<file path="src/rtl/usbh_pkg.sv">
package usbh_pkg;
  typedef enum logic [1:0] {
    SZ_BYTE  = 2'd0,
    SZ_WORD  = 2'd1,
    SZ_DWORD = 2'd2,
    SZ_RSVD  = 2'd3
  } xfer_size_e;

  typedef enum logic [3:0] {
    RD_ONES_B, RD_ONES_W, RD_ONES_D,
    RD_CMD, RD_STS, RD_IEN, RD_FRN, RD_BASE, RD_SOF
  } rd_sel_e;

  localparam int WIN_W = 5;
  localparam logic [WIN_W-1:0] OFS_CMD  = 5'h00;
  localparam logic [WIN_W-1:0] OFS_STS  = 5'h02;
  localparam logic [WIN_W-1:0] OFS_IEN  = 5'h04;
  localparam logic [WIN_W-1:0] OFS_FRN  = 5'h06;
  localparam logic [WIN_W-1:0] OFS_BASE = 5'h08;
  localparam logic [WIN_W-1:0] OFS_SOF  = 5'h0C;

  localparam int CMD_RUN   = 0;
  localparam int CMD_HCRST = 1;
  localparam int CMD_GRST  = 2;
  localparam int CMD_SUSP  = 3;
  localparam int CMD_FRES  = 4;

  localparam int ST_INT  = 0;
  localparam int ST_ERR  = 1;
  localparam int ST_RES  = 2;
  localparam int ST_HSE  = 3;
  localparam int ST_HPE  = 4;
  localparam int ST_HALT = 5;
  localparam int ST_W    = 6;
endpackage

</file>
<file path="src/rtl/usbh_bus_decode.sv">
module usbh_bus_decode
  import usbh_pkg::*;
#(
  parameter int ABUS_W = 16
) (
  input  logic              wr_i,
  input  logic [ABUS_W-1:0] addr_i,
  input  logic [1:0]        size_i,
  output logic              wr_cmd_o,
  output logic              wr_sts_o,
  output logic              wr_ien_o,
  output logic              wr_frn_o,
  output logic              wr_base_o,
  output logic              wr_sof_o,
  output rd_sel_e           rd_sel_o
);
  logic [WIN_W-1:0] ofs;
  xfer_size_e       sz;
  logic             unused_addr_hi;

  assign ofs = addr_i[WIN_W-1:0];
  assign sz  = xfer_size_e'(size_i);

  generate
    if (ABUS_W > WIN_W) begin : g_hi
      assign unused_addr_hi = ^addr_i[ABUS_W-1:WIN_W];
    end else begin : g_nohi
      assign unused_addr_hi = 1'b0;
    end
  endgenerate

  assign wr_cmd_o  = wr_i && (sz == SZ_WORD)  && (ofs == OFS_CMD);
  assign wr_sts_o  = wr_i && (sz == SZ_WORD)  && (ofs == OFS_STS);
  assign wr_ien_o  = wr_i && (sz == SZ_WORD)  && (ofs == OFS_IEN);
  assign wr_frn_o  = wr_i && (sz == SZ_WORD)  && (ofs == OFS_FRN);
  assign wr_base_o = wr_i && (sz == SZ_DWORD) && (ofs == OFS_BASE);
  assign wr_sof_o  = wr_i && (sz == SZ_BYTE)  && (ofs == OFS_SOF);

  always_comb begin
    rd_sel_o = RD_ONES_D;
    case (sz)
      SZ_BYTE:  rd_sel_o = (ofs == OFS_SOF) ? RD_SOF : RD_ONES_B;
      SZ_WORD: begin
        case (ofs)
          OFS_CMD: rd_sel_o = RD_CMD;
          OFS_STS: rd_sel_o = RD_STS;
          OFS_IEN: rd_sel_o = RD_IEN;
          OFS_FRN: rd_sel_o = RD_FRN;
          default: rd_sel_o = RD_ONES_W;
        endcase
      end
      SZ_DWORD: rd_sel_o = (ofs == OFS_BASE) ? RD_BASE : RD_ONES_D;
      default:  rd_sel_o = RD_ONES_D;
    endcase
  end
endmodule

</file>
<file path="src/rtl/usbh_frame_ctr.sv">
module usbh_frame_ctr #(
  parameter int FN_W = 11
) (
  input  logic            clk,
  input  logic            rst,
  input  logic            tick_i,
  input  logic            ld_i,
  input  logic [FN_W-1:0] ld_val_i,
  output logic [FN_W-1:0] q_o
);
  always_ff @(posedge clk) begin
    if (rst)         q_o <= '0;
    else if (tick_i) q_o <= q_o + 1'b1;
    else if (ld_i)   q_o <= ld_val_i;
  end


  frn_step_chk: assert property (@(posedge clk) disable iff (rst)
    tick_i |=> (q_o == FN_W'($past(q_o) + 1'b1)));


  frn_load_chk: assert property (@(posedge clk) disable iff (rst)
    (ld_i && !tick_i) |=> (q_o == $past(ld_val_i)));
endmodule

</file>
<file path="src/rtl/usbh_irq_gen.sv">
module usbh_irq_gen (
  input  logic       clk,
  input  logic       rst,
  input  logic [1:0] cause_i,
  input  logic [3:0] ien_i,
  input  logic       sts_err_i,
  input  logic       sts_res_i,
  input  logic       sts_hse_i,
  input  logic       sts_hpe_i,
  output logic       irq_o
);
  logic [5:0] src;

  assign src = {sts_hpe_i,
                sts_hse_i,
                sts_res_i & ien_i[1],
                sts_err_i & ien_i[0],
                cause_i[1] & ien_i[3],
                cause_i[0] & ien_i[2]};

  always_ff @(posedge clk) begin
    if (rst) irq_o <= 1'b0;
    else     irq_o <= |src;
  end


  fatal_irq_chk: assert property (@(posedge clk) disable iff (rst)
    (sts_hse_i || sts_hpe_i) |=> irq_o);


  quiet_irq_chk: assert property (@(posedge clk) disable iff (rst)
    (ien_i == 4'd0 && !sts_hse_i && !sts_hpe_i) |=> !irq_o);
endmodule

</file>
<file path="src/rtl/usbh_regfile.sv">
module usbh_regfile
  import usbh_pkg::*;
#(
  parameter int ABUS_W     = 16,
  parameter int FN_W       = 11,
  parameter int BASE_ALIGN = 12,
  parameter int SOF_W      = 8,
  parameter int SOF_RESET  = 64
) (
  input  logic              clk,
  input  logic              rst,
  input  logic              wr_i,
  input  logic              rd_i,
  input  logic [ABUS_W-1:0] addr_i,
  input  logic [1:0]        size_i,
  input  logic [31:0]       wdata_i,
  output logic [31:0]       rdata_o,
  output logic              run_o,
  input  logic              frame_tick_i,
  input  logic [1:0]        frame_cause_i,
  input  logic              xfer_err_i,
  input  logic              host_err_i,
  input  logic              proc_err_i,
  input  logic              resume_i,
  output logic [FN_W-1:0]   frame_no_o,
  output logic              irq_o
);
  localparam int BASE_HI_W = 32 - BASE_ALIGN;
  localparam logic [SOF_W-1:0] SOF_DEF = SOF_W'(SOF_RESET);

  logic wr_cmd, wr_sts, wr_ien, wr_frn, wr_base, wr_sof, soft_rst;
  rd_sel_e rd_sel;

  logic [15:0]          cmd_q, cmd_nxt;
  logic [ST_W-1:0]      sts_q, sts_nxt;
  logic [1:0]           cause_q, cause_nxt;
  logic [15:0]          ien_q;
  logic [BASE_HI_W-1:0] base_q;
  logic [SOF_W-1:0]     sof_q;

  usbh_bus_decode #(.ABUS_W(ABUS_W)) u_dec (
    .wr_i(wr_i), .addr_i(addr_i), .size_i(size_i),
    .wr_cmd_o(wr_cmd), .wr_sts_o(wr_sts), .wr_ien_o(wr_ien),
    .wr_frn_o(wr_frn), .wr_base_o(wr_base), .wr_sof_o(wr_sof),
    .rd_sel_o(rd_sel)
  );

  assign soft_rst = wr_cmd && (wdata_i[CMD_HCRST] || wdata_i[CMD_GRST]);

  always_comb begin
    cmd_nxt   = cmd_q;
    sts_nxt   = sts_q;
    cause_nxt = cause_q;
    if (wr_cmd) begin
      cmd_nxt = wdata_i[15:0];
      if (wdata_i[CMD_RUN] && !cmd_q[CMD_RUN]) sts_nxt[ST_HALT] = 1'b0;
      else if (!wdata_i[CMD_RUN])              sts_nxt[ST_HALT] = 1'b1;
    end
    if (wr_sts) begin
      sts_nxt = sts_nxt & ~wdata_i[ST_W-1:0];
      if (wdata_i[ST_INT]) cause_nxt = 2'b00;
    end
    if (frame_tick_i && (frame_cause_i != 2'b00)) begin
      cause_nxt       = cause_nxt | frame_cause_i;
      sts_nxt[ST_INT] = 1'b1;
    end
    if (xfer_err_i) sts_nxt[ST_ERR] = 1'b1;
    if (host_err_i) sts_nxt[ST_HSE] = 1'b1;
    if (proc_err_i) sts_nxt[ST_HPE] = 1'b1;
    if (resume_i && cmd_q[CMD_SUSP]) begin
      cmd_nxt[CMD_FRES] = 1'b1;
      sts_nxt[ST_RES]   = 1'b1;
    end
  end

  always_ff @(posedge clk) begin
    if (rst || soft_rst) begin
      cmd_q   <= '0;
      sts_q   <= '0;
      cause_q <= '0;
      ien_q   <= '0;
      base_q  <= '0;
      sof_q   <= SOF_DEF;
    end else begin
      cmd_q   <= cmd_nxt;
      sts_q   <= sts_nxt;
      cause_q <= cause_nxt;
      if (wr_ien)  ien_q  <= wdata_i[15:0];
      if (wr_base) base_q <= wdata_i[31:BASE_ALIGN];
      if (wr_sof)  sof_q  <= wdata_i[SOF_W-1:0];
    end
  end

  usbh_frame_ctr #(.FN_W(FN_W)) u_frn (
    .clk(clk), .rst(rst), .tick_i(frame_tick_i),
    .ld_i(wr_frn && sts_q[ST_HALT]),
    .ld_val_i(wdata_i[FN_W-1:0]),
    .q_o(frame_no_o)
  );

  usbh_irq_gen u_irq (
    .clk(clk), .rst(rst), .cause_i(cause_q), .ien_i(ien_q[3:0]),
    .sts_err_i(sts_q[ST_ERR]), .sts_res_i(sts_q[ST_RES]),
    .sts_hse_i(sts_q[ST_HSE]), .sts_hpe_i(sts_q[ST_HPE]),
    .irq_o(irq_o)
  );

  assign run_o = cmd_q[CMD_RUN];

  always_ff @(posedge clk) begin
    if (rst) rdata_o <= '0;
    else if (rd_i) begin
      case (rd_sel)
        RD_CMD:    rdata_o <= {16'h0000, cmd_q};
        RD_STS:    rdata_o <= 32'(sts_q);
        RD_IEN:    rdata_o <= {16'h0000, ien_q};
        RD_FRN:    rdata_o <= 32'(frame_no_o);
        RD_BASE:   rdata_o <= {base_q, {BASE_ALIGN{1'b0}}};
        RD_SOF:    rdata_o <= 32'(sof_q);
        RD_ONES_B: rdata_o <= 32'h0000_00FF;
        RD_ONES_W: rdata_o <= 32'h0000_FF7F;
        default:   rdata_o <= 32'hFFFF_FFFF;
      endcase
    end
  end


  hse_set_chk: assert property (@(posedge clk) disable iff (rst)
    (host_err_i && !soft_rst) |=> sts_q[ST_HSE]);


  halt_on_stop_chk: assert property (@(posedge clk) disable iff (rst)
    (wr_cmd && !soft_rst && !wdata_i[CMD_RUN]) |=> sts_q[ST_HALT]);


  soft_rst_chk: assert property (@(posedge clk) disable iff (rst)
    soft_rst |=> (cmd_q == 16'h0 && ien_q == 16'h0 && sof_q == SOF_DEF));


  cause_clr_chk: assert property (@(posedge clk) disable iff (rst)
    (wr_sts && wdata_i[ST_INT] && !(frame_tick_i && frame_cause_i != 2'b00))
      |=> (cause_q == 2'b00));
endmodule

</file>
<file path="config.mk">
export PLATFORM = sky130hd
export DESIGN_NAME = usbh_regfile
export DESIGN_NICKNAME = d
export VERILOG_FILES = /design/src/rtl/usbh_pkg.sv /design/src/rtl/usbh_bus_decode.sv /design/src/rtl/usbh_frame_ctr.sv /design/src/rtl/usbh_irq_gen.sv /design/src/rtl/usbh_regfile.sv
export SDC_FILE = /design/constraint.sdc
export NUM_CORES = 1
export LEC_CHECK = 0
export BUFFER_PORTS_ARGS = -buffer_cell sky130_fd_sc_hd__buf_2
export CAP_MARGIN = 15
export CORE_ASPECT_RATIO = 1.25
export CORE_MARGIN = 2
export CORE_UTILIZATION = 30
export CTS_CLUSTER_DIAMETER = 40
export DETAILED_ROUTE_END_ITERATION = 16
export PLACE_DENSITY = 0.49
export SLEW_MARGIN = 20
export SYNTH_ARGS = -nofsm -noshare
export SYNTH_HDL_FRONTEND = slang
export SYNTH_HIERARCHICAL = 1
export SYNTH_SLANG_ARGS = --single-unit
export TNS_END_PERCENT = 20
</file>
<file path="constraint.sdc">
create_clock -name clk -period 2 [get_ports clk]
set_clock_uncertainty 0.1 [all_clocks]
set_input_delay 0.1 -clock clk [delete_from_list [all_inputs] [get_ports clk]]
set_output_delay 0.1 -clock clk [all_outputs]
set_load 0.005 [all_outputs]
</file>
==> reports/metrics.cfg <==
[sta]
timing.final.crit_period_ns=1.69
final_max_slew_viol_count=0
worst_slew_margin_rel=0.591
rsz0062_at_grt=no
setup-violations-final=0
timing.final.hold_violations=0
final_min_period_over_clock_period=0.844
tightest_slew_ns=0.612
final.setup.worst_slack_ns=0.313
max_freq_mhz=593

[setup_path]
startpoint_class_of_the_critical_path=primary input
buffers_and_inverters_on_the_worst_path=1
cp.arrival_ns=1.85
rrSetupSlack_ns=0.39
worst_path_max_delay_cell=sky130_fd_sc_hd__nor2b_1
cp_cell_sequence=buf_2 > nor4_1 > nand4_1 > nand2_1 > nor2b_1 > a22o_1 > a222oi_1 > a211oi_1
required_ns=2.16
critPathTopFamily=simple AND/OR/NAND/NOR gates
capturing_element_type_of_the_critical_path=register
r2r_start=u_frn/q_o[0]$_SDFFE_PP0P_
timing_worst_setup_path_type=primary input to register
largest_stage_delay_worst_path_ns=0.54
crit-reg2reg-capture=u_frn/q_o[10]$_SDFFE_PP0P_
reg2reg_depth=4
crit_path_max_fanout=8

[clocking]
worst_skew_pair.late_latency_ns=0.35
post-cts-setup-buffer-count=0
depth_of_the_cts_h_tree=3
tritoncts=built
max_root_sink_buffers=2
clock_tree.root_cell=sky130_fd_sc_hd__clkbuf_16
cts-buffers-inserted=9
clock_sinks=112
cts.reportedPaths.clkPinSlew_ns=0.08

[die]
floorplan.io_pins=106
chipHeight_um=149
die-area_sq_mm=0.0178
num_rows=52
initial_core_utilization=0.308
placeableCoreArea_sq_mm=0.0163
die_width_um=120

[yosys]
synth_seq_area_share=0.447
synth-edff-count=0
synth_largest_type_area_fraction=0.447
post_synth_most_frequent_cells=sky130_fd_sc_hd__dfxtp_1, sky130_fd_sc_hd__nor2_1, sky130_fd_sc_hd__mux2i_1
ys_types=66
synthMostInstantiatedCell=sky130_fd_sc_hd__dfxtp_1
post_synth_main_area_contributors=sky130_fd_sc_hd__dfxtp_1, sky130_fd_sc_hd__mux2i_1, sky130_fd_sc_hd__nor2_1
syn_area_per_cell_sq_um=9.44
mappedNetlistNets=593
ys.warnings.count=6
ys_async_sr_fraction=0
synth.ff_latch_count=112
synth_top_flop_cell=sky130_fd_sc_hd__dfxtp_1
netlist_instances=531
synth_area_sq_mm=0.00501
synthDominantAreaCellType=sky130_fd_sc_hd__dfxtp_1

[run]
cap_viol_max_count=0

[detailed_routing]
route.antenna.remaining_nets=0
route.final.wire_length_mm=14.1
drt-pass1-iter-count=5
via_per_inst=4.92
route.detailed.drc=0
wl_per_cell_um=15.8
initialDrtViolationCount=286
route.vias.total=4403

[place]
place.detailed.hpwl_mm=10.2
placed_cells_incl_taps=841
placement.cell_area_sq_mm=0.00593
gp_routability_congestion=0.786
port_buffers=94
pre_cts_worst_setup_slack_ns=-0.0530

[global_route]
globalRoute.totalOverflow=0
grt_start_max_net_pins=54
vias_in_the_first_global_route=4342
antenna_found_initial=0
grt_first_pass_wirelength_mm=23.0
grt_use_total=0.162

[cells_and_area]
diodes=0
area_growth_pct=31.6
non_filler_instances=895
drive_above_1_share=0.265
layout.cell_area.non_filler_sq_mm=0.00660
layout.filler_cells=1697
design.final.nets=737

[power_and_ir_drop]
ir_drop_mv=0.384
leakage_uw=0.00254
p_per_area_mw_per_mm2=692

[worst_hold_path]
worst_hold_path.num_cells=3
worstHoldStart=wdata_i[0]
hold-path-endpoint=ien_q[0]$_SDFFE_PP0P_
timing.hold.worst.class=primary input to register

[status]
status=complete, no violations

placed cells by master, fill, tap and decap left out, types with 10 or more instances in the layout:
master | Yosys | final
sky130_fd_sc_hd__a211oi_1 | 33 | 33
sky130_fd_sc_hd__a22o_1 | 15 | 15
sky130_fd_sc_hd__buf_2 | 16 | 94
sky130_fd_sc_hd__buf_4 | 1 | 32
sky130_fd_sc_hd__dfxtp_1 | 112 | 112
sky130_fd_sc_hd__dlygate4sd3_1 | 0 | 39
sky130_fd_sc_hd__mux2i_1 | 58 | 58
sky130_fd_sc_hd__nand2_1 | 35 | 35
sky130_fd_sc_hd__nor2_1 | 105 | 103
sky130_fd_sc_hd__nor2b_1 | 10 | 10
power by group:
part | internal (uW) | total, uW | switching [uW]
combinational | 245 | 499 | 254
sequential | 2300 | 2340 | 41.7
clock | 860 | 1730 | 871
registers in the layout, indices dropped and copies added (netlist names):
name,count
cause_q,2
sts_q,6
u_frn/q_o,11
sof_q,8
cmd_q,16
ien_q,16
rdata_o,32
u_irq/irq_o,1
base_q,20
cell type report:
class | count | area, sq um | area share
clock buffers | 9 | 225 | 0.0341
flip-flops and latches | 112 | 2240 | 0.340
multi-input cells | 374 | 2530 | 0.383
clock inverters | 6 | 50.0 | 0.00759
inverters | 5 | 18.8 | 0.00285
repair buffers | 173 | 1260 | 0.191
well taps | 216 | 270 | 0.0410
metal layers:
layer / GRT usage / part of all wire
met2: 0.266 / 0.47
met4: 0.0600 / 0.020
met5: 0 / 0
met1: 0.216 / 0.47
met3: 0.0242 / 0.046
worst max-delay path by stage:
stage                    from                       to  depth (start not counted)  slack (ns)
floorplan           size_i[1]  rdata_o[0]$_SDFFE_PP0P_                         10        0.17
global placement    addr_i[4]  rdata_o[7]$_SDFFE_PP0P_                          8       -0.02
detailed placement  addr_i[4]  rdata_o[5]$_SDFFE_PP0P_                          8       -0.05
CTS                 addr_i[4]  rdata_o[5]$_SDFFE_PP0P_                          8        0.30
global route        addr_i[4]  rdata_o[5]$_SDFFE_PP0P_                          8        0.10
finish              addr_i[4]  rdata_o[5]$_SDFFE_PP0P_                          8        0.31
worst reg2reg max path, cell delays in order, from the launching register on:
cell                       delay (ns)
sky130_fd_sc_hd__dfxtp_1         0.49
sky130_fd_sc_hd__ha_1            0.27
sky130_fd_sc_hd__and4_2          0.26
sky130_fd_sc_hd__a311oi_1        0.11
sky130_fd_sc_hd__nor4_2          0.28
logic make-up (layout without fill, tap and decap cells):
kind of cell / after synthesis / after routing / synth area share
buf+inv: 45 / 193 / 0.0509
simple gates: 204 / 204 / 0.205
xor+xnor: 1 / 1 / 0.00175
flops: 112 / 112 / 0.447
compound gates: 102 / 102 / 0.158
mux: 66 / 66 / 0.134
fa+ha+maj: 1 / 1 / 0.00250
through the flow:
step / hold slack (ns) / setup TNS, ns / total power (uW) / util
4_1_cts: 0.0214 / 0 / 4620 / 0.406
6_report: 0.0281 / 0 / 4570 / 0.406
2_1_floorplan: 0.0691 / 0 / 2600 / -
3_3_place_gp: 0.204 / -0.104 / 2830 / 0.365
3_5_place_dp: 0.213 / -0.408 / 2840 / 0.365
5_1_grt: 0.0628 / 0 / 4770 / 0.406
what timing repair did:
action / 4_1_cts / 5_1_grt
gates resized for setup: 0 / 0
hold buffers: 39 / 0
endpoints found under the hold margin: 64 / 0
Power figures use the tool's default switching activity.
